--- config.mk ---
export PLATFORM = sky130hd
export DESIGN_NAME = stopwatch_core
export DESIGN_NICKNAME = d
export VERILOG_FILES = /design/src/rtl/sw_pkg.sv /design/src/rtl/sw_press_edge.sv /design/src/rtl/sw_bcd_pair.sv /design/src/rtl/sw_scan.sv /design/src/rtl/stopwatch_core.sv
export SDC_FILE = /design/constraint.sdc
export NUM_CORES = 1
export LEC_CHECK = 0
export ABC_AREA = 1
export BUFFER_PORTS_ARGS = -buffer_cell sky130_fd_sc_hd__buf_2
export CELL_PAD_IN_SITES_DETAIL_PLACEMENT = 0
export CELL_PAD_IN_SITES_GLOBAL_PLACEMENT = 1
export CORE_MARGIN = 10
export CORE_UTILIZATION = 36
export DETAILED_ROUTE_END_ITERATION = 10
export PLACE_DENSITY_LB_ADDON = 0.1
export SETUP_SLACK_MARGIN = 0.05
export SYNTH_ARGS = -nofsm -noshare
export SYNTH_HDL_FRONTEND = slang
export SYNTH_SLANG_ARGS = --single-unit
export TNS_END_PERCENT = 100
--- constraint.sdc ---
create_clock -name clk -period 2.1 [get_ports clk]
set_clock_uncertainty 0.2 [all_clocks]
set_input_delay 0.42 -clock clk [delete_from_list [all_inputs] [get_ports clk]]
set_output_delay 0.42 -clock clk [all_outputs]
set_load 0.005 [all_outputs]
--- src/rtl/sw_pkg.sv ---
package sw_pkg;
  localparam int NSTAGE = 4;
  localparam int NDIG   = 2 * NSTAGE;
  localparam int TIME_W = 4 * NDIG;
  localparam int SEL_W  = $clog2(NDIG);
  localparam int SEG_W  = 7;

  typedef logic [3:0]       bcd_t;
  typedef logic [SEG_W-1:0] seg_t;

  // active-high, bit 0 = segment a ... bit 6 = segment g
  function automatic seg_t seg_of(input bcd_t d);
    seg_t s;
    case (d)
      4'd0:    s = 7'h3F;
      4'd1:    s = 7'h06;
      4'd2:    s = 7'h5B;
      4'd3:    s = 7'h4F;
      4'd4:    s = 7'h66;
      4'd5:    s = 7'h6D;
      4'd6:    s = 7'h7D;
      4'd7:    s = 7'h07;
      4'd8:    s = 7'h7F;
      4'd9:    s = 7'h6F;
      default: s = 7'h00;
    endcase
    return s;
  endfunction
endpackage

--- src/rtl/sw_press_edge.sv ---
module sw_press_edge #(
  parameter int SYNC_STAGES = 2
) (
  input  logic clk,
  input  logic btn_i,
  output logic press_o
);
  logic [SYNC_STAGES-1:0] sh_q;
  logic                   prev_q;

  // no clear on these flops: a button held through clear leaves no edge behind
  always_ff @(posedge clk) begin
    sh_q   <= {sh_q[SYNC_STAGES-2:0], btn_i};
    prev_q <= sh_q[SYNC_STAGES-1];
  end

  assign press_o = sh_q[SYNC_STAGES-1] & ~prev_q;
endmodule

--- src/rtl/sw_bcd_pair.sv ---
module sw_bcd_pair #(
  parameter int MOD = 60
) (
  input  logic        clk,
  input  logic        clr_n,
  input  logic        en_i,
  output sw_pkg::bcd_t units_o,
  output sw_pkg::bcd_t tens_o,
  output logic        carry_o
);
  localparam int TOP_T = (MOD - 1) / 10;
  localparam int TOP_U = (MOD - 1) % 10;

  sw_pkg::bcd_t u_q, t_q;
  logic         at_top;

  assign at_top  = (u_q == 4'(TOP_U)) && (t_q == 4'(TOP_T));
  assign carry_o = en_i & at_top;

  always_ff @(posedge clk) begin
    if (!clr_n) begin
      u_q <= '0;
      t_q <= '0;
    end else if (en_i) begin
      if (at_top) begin
        u_q <= '0;
        t_q <= '0;
      end else if (u_q == 4'd9) begin
        u_q <= '0;
        t_q <= t_q + 4'd1;
      end else begin
        u_q <= u_q + 4'd1;
      end
    end
  end

  assign units_o = u_q;
  assign tens_o  = t_q;
endmodule

--- src/rtl/sw_scan.sv ---
module sw_scan (
  input  logic                      clk,
  input  logic                      clr_n,
  input  logic [sw_pkg::TIME_W-1:0] digits_i,
  output logic [sw_pkg::SEL_W-1:0]  sel_o,
  output sw_pkg::seg_t              seg_o
);
  logic [sw_pkg::SEL_W-1:0] sel_q, nxt;
  sw_pkg::seg_t             seg_q;
  sw_pkg::bcd_t             pick;

  assign nxt  = sel_q + 1'b1;
  assign pick = digits_i[4*int'(nxt) +: 4];

  // segment pattern looks one step ahead so it lines up with the new select
  always_ff @(posedge clk) begin
    if (!clr_n) begin
      sel_q <= '0;
      seg_q <= sw_pkg::seg_of(4'd0);
    end else begin
      sel_q <= nxt;
      seg_q <= sw_pkg::seg_of(pick);
    end
  end

  assign sel_o = sel_q;
  assign seg_o = seg_q;
endmodule

--- src/rtl/stopwatch_core.sv ---
module stopwatch_core #(
  parameter int HUND_MOD    = 100,
  parameter int SEC_MOD     = 60,
  parameter int MIN_MOD     = 60,
  parameter int HOUR_MOD    = 24,
  parameter int SYNC_STAGES = 2
) (
  input  logic                      clk,
  input  logic                      clr_n,
  input  logic                      tick_100hz,
  input  logic                      btn_raw,
  output logic [sw_pkg::TIME_W-1:0] time_bcd,
  output logic [sw_pkg::SEL_W-1:0]  dig_sel,
  output logic [sw_pkg::SEG_W-1:0]  seg
);
  localparam int NST = sw_pkg::NSTAGE;

  function automatic int stage_mod(input int i);
    case (i)
      0:       return HUND_MOD;
      1:       return SEC_MOD;
      2:       return MIN_MOD;
      default: return HOUR_MOD;
    endcase
  endfunction

  logic           press;
  logic           run_q;
  logic [NST:0]   en;
  logic           day_wrap;

  sw_press_edge #(.SYNC_STAGES(SYNC_STAGES)) u_press (
    .clk     (clk),
    .btn_i   (btn_raw),
    .press_o (press)
  );

  always_ff @(posedge clk) begin
    if (!clr_n)     run_q <= 1'b0;
    else if (press) run_q <= ~run_q;
  end

  // synchronous count enable instead of a gated clock
  assign en[0] = run_q & tick_100hz;

  for (genvar i = 0; i < NST; i++) begin : g_stage
    sw_bcd_pair #(.MOD(stage_mod(i))) u_pair (
      .clk     (clk),
      .clr_n   (clr_n),
      .en_i    (en[i]),
      .units_o (time_bcd[8*i +: 4]),
      .tens_o  (time_bcd[8*i+4 +: 4]),
      .carry_o (en[i+1])
    );
  end

  assign day_wrap = en[NST];

  sw_scan u_scan (
    .clk      (clk),
    .clr_n    (clr_n),
    .digits_i (time_bcd),
    .sel_o    (dig_sel),
    .seg_o    (seg)
  );
endmodule

==> flow_summary.ini <==
[status]
status = finished, final reports clean

[synth]
synthFlopType = dfxtp_1
ys_seq_elements = 46
yosysSeqAreaShare_pct = 35.38
netlist_area_mm2 = 0.002602
synth_commonest_cells = nand2_1 (99), dfxtp_1 (46), inv_1 (42), nor2_1 (28)
synthMuxAreaShare_pct = 0
synthArstFlopShare_pct = 0
synth.largest_area_cell = dfxtp_1
synth.most_common_cell = nand2_1
ys_types = 33
synthAdderAreaFrac_pct = 11.06
avgSynthCellArea_um2 = 7.270
synth_simple_gate_area_share_pct = 31.30
synth_top_family_by_area = simple AND/OR/NAND/NOR gates
synth-xor-area-share_pct = 5.048
netlist_instances = 358
yosysWarningCount = 0
synth-edff-count = 0
yosys.area.top_type_share_pct = 35.38
syn_nets = 385
netlist_top_cells_area = dfxtp_1 (35%), nand2_1 (14%), ha_1 (11%)
synth_compound_area_share_pct = 8.510

[drt]
wl_um = 6586
dr_total_vias = 2450
firstDrtPassIters = 6
wl_per_cell_um = 12.47
drt_iter0_drc = 48
ant_nets = 0
drc = 0
vias_per_cell = 4.640

[die]
die_w_um = 105.0
initial_core_util_pct = 37.68
die_area_mm2 = 0.01103
core-area_mm2 = 0.006907
rows = 30
num_io_pins = 46
die_h_um = 105.0

[global_route]
grt_util_met3_pct = 2.826
grt_pass1_vias = 2390
grt_pass1_wl_um = 11100
grtUsageMet1_pct = 13.97
grt_max_degree = 15
grt_use_total_pct = 11.80
grt-busiest-layer = met2
overflow = 0
met2_usage_pct = 20.33
antenna_found_initial = 0

[hold_path]
worstHoldStart = u_press.sh_q[0]
hold_end = u_press.sh_q[1]
hold_path.class = reg2reg
whs_path_depth = 0

[worst_setup_path]
startpoint_type = register
arrival_ps = 2060
rrSetupSlack_ps = 40
cp.required_ps = 2100
r2r_end = u_scan.seg_o[1]
path_max_fanout = 8
reg2reg_from = u_scan.sel_o[0]
worstSetupPathType = reg2reg
worst_r2r_path_depth = 12
cp-end-kind = register

[power]
powerDensity_mw_per_mm2 = 594.7
power_frac_comb_pct = 19.2
leakage_nw = 1.640
p_clk_share_pct = 33.9
power_mw = 1.977
p_int_mw = 1.428
p_sw_mw = 0.5494
switching_share_pct = 27.79
seq_power_share_pct = 46.9
max-vdd-ir-drop_v = 0.0002720

[timing]
tightest_slew_ps = 370.0
min_period_ps = 2055
finalSetupViolCount = 0
hold_viol_final = 0
slew_headroom_pct = 75.31
rsz0062_at_grt = true
fin_crit_sh_pct = 97.87
fmax_ghz = 0.4865
slew_violations = 0

[place]
place_hpwl_um = 4982
io_buffers = 45
placedInstanceArea_mm2 = 0.003054
gp_congestion = 0.8036

[finish]
fin_nets = 458
area_growth_pct = 27.74
drive_gt1_share_pct = 27.78
antenna_cells = 0
fin_area_mm2 = 0.003324
utilization_pct = 48.13

[clocking]
clockRootBuffer = clkbuf_8
clk_latency_ps = 310
clock_sinks = 46
clkTransAtPathRegs_ps = 90
cts_max_path_buffers = 2
htreeDepth = 2
tritoncts = done
numCtsBuffers = 5

[job]
cap_violations = 0
[worst max-delay path: stages (launching register included)]
cell and delay [ps]:
dfxtp_4 370, ha_4 320, inv_4 50, a21oi_2 90, o21ai_1 70, nand2_1 70
inv_1 40, o21ai_2 190, inv_2 90, ha_4 270, nand3_2 70, nand2_1 80
nand2_1 50
[final cells by class]
type                            count  area (µm²)
Clock buffer                        5       68.82
Clock inverter                      3       40.04
Fill cell                         771        3582
Inverter                           48       182.7
Multi-Input combinational cell    258        1555
Sequential cell                    46       927.1
Tap cell                           96       120.1
Timing Repair Buffer               72       430.4
[cell usage in the layout, fill, tap and decap left out, types with 2 or more instances in the layout]
master,instances
clkbuf_8,5
ha_4,3
clkinv_2,2
a21oi_2,2
nand3_2,5
dfxtp_2,2
nor2_2,3
xor2_1,13
nand3b_1,2
nand3_1,22
nand2_1,93
buf_4,26
nand2_2,7
ha_1,20
o21ai_0,11
inv_1,39
inv_2,7
o211ai_1,2
nor2_4,4
nor2_1,27
a211oi_1,2
dfxtp_1,43
nor3_1,3
nand4_1,5
o21ai_1,4
buf_2,45
a21oi_1,19
[what timing repair did]
| action | 4_1_cts | 5_1_grt |
|---|---|---|
| setup buffers | 2 | 7 |
| pin swaps | 2 | 10 |
| endpoints found under the hold margin | 1 | 0 |
| setup endpoints to repair | 2 | 25 |
| cloned | 0 | 1 |
| gates resized for setup | 6 | 16 |
| hold buffers | 1 | 0 |
[worst max-delay path by stage]
stage	startpoint	to	slack, ps	depth (start not counted)
after floorplan	u_scan.sel_o[0]	u_scan.seg_o[3]	50	14
after global placement	u_scan.sel_o[0]	u_scan.seg_o[3]	40	13
after detailed placement	u_scan.sel_o[0]	u_scan.seg_o[3]	20	13
after CTS	g_stage[0].u_pair.units_o[0]	g_stage[3].u_pair.tens_o[1]	70	8
after global routing	u_scan.sel_o[0]	u_scan.seg_o[1]	-80	12
final	u_scan.sel_o[0]	u_scan.seg_o[1]	40	12
[state kept, by name, summed over array words and instances (netlist names)]
register	count
g_stage.u_pair.tens_o	16
u_press.sh_q	2
u_scan.seg_o	7
u_scan.sel_o	3
run_q	1
g_stage.u_pair.units_o	16
u_press.prev_q	1
[kinds of logic (layout without fill, tap and decap cells)]
group,count (synthesis),after routing
adder cells (fa/ha/maj),23,23
buffers and inverters,55,128
AO/OA/AOI/OAI,42,42
flip-flops,46,46
AND/OR/NAND/NOR,177,178
XOR/XNOR,15,15
[routing by layer]
layer,routed length (µm),up-vias
li1,-,1285
met1,3149,1119
met2,3084,38
met3,272,8
met4,80,0
met5,0,-
[stage by stage]
| step | setup TNS, ps | std cells | hold WS, ps | setup WS [ps] |
|---|---|---|---|---|
| after floorplan | 0 | 358 | 109.6 | 54.07 |
| after global placement | 0 | 509 | 111.1 | 35.42 |
| after detailed placement | 0 | 509 | 119.3 | 19.56 |
| after CTS | 0 | 520 | 143.1 | 65.35 |
| after global routing | -451.3 | 528 | 149.9 | -80.76 |
| final | 0 | 528 | 138.6 | 44.70 |
[power groups by stage]
stage / clock network, mW / registers (mW) / logic, mW
final: 0.670 / 0.927 / 0.380
after global routing: 0.717 / 0.934 / 0.437
after CTS: 0.693 / 0.927 / 0.356
after detailed placement: 0 / 0.949 / 0.332
after global placement: 0 / 0.948 / 0.336
after floorplan: 0 / 0.954 / 0.212
Note: power is estimated with default switching activity, not from simulation.
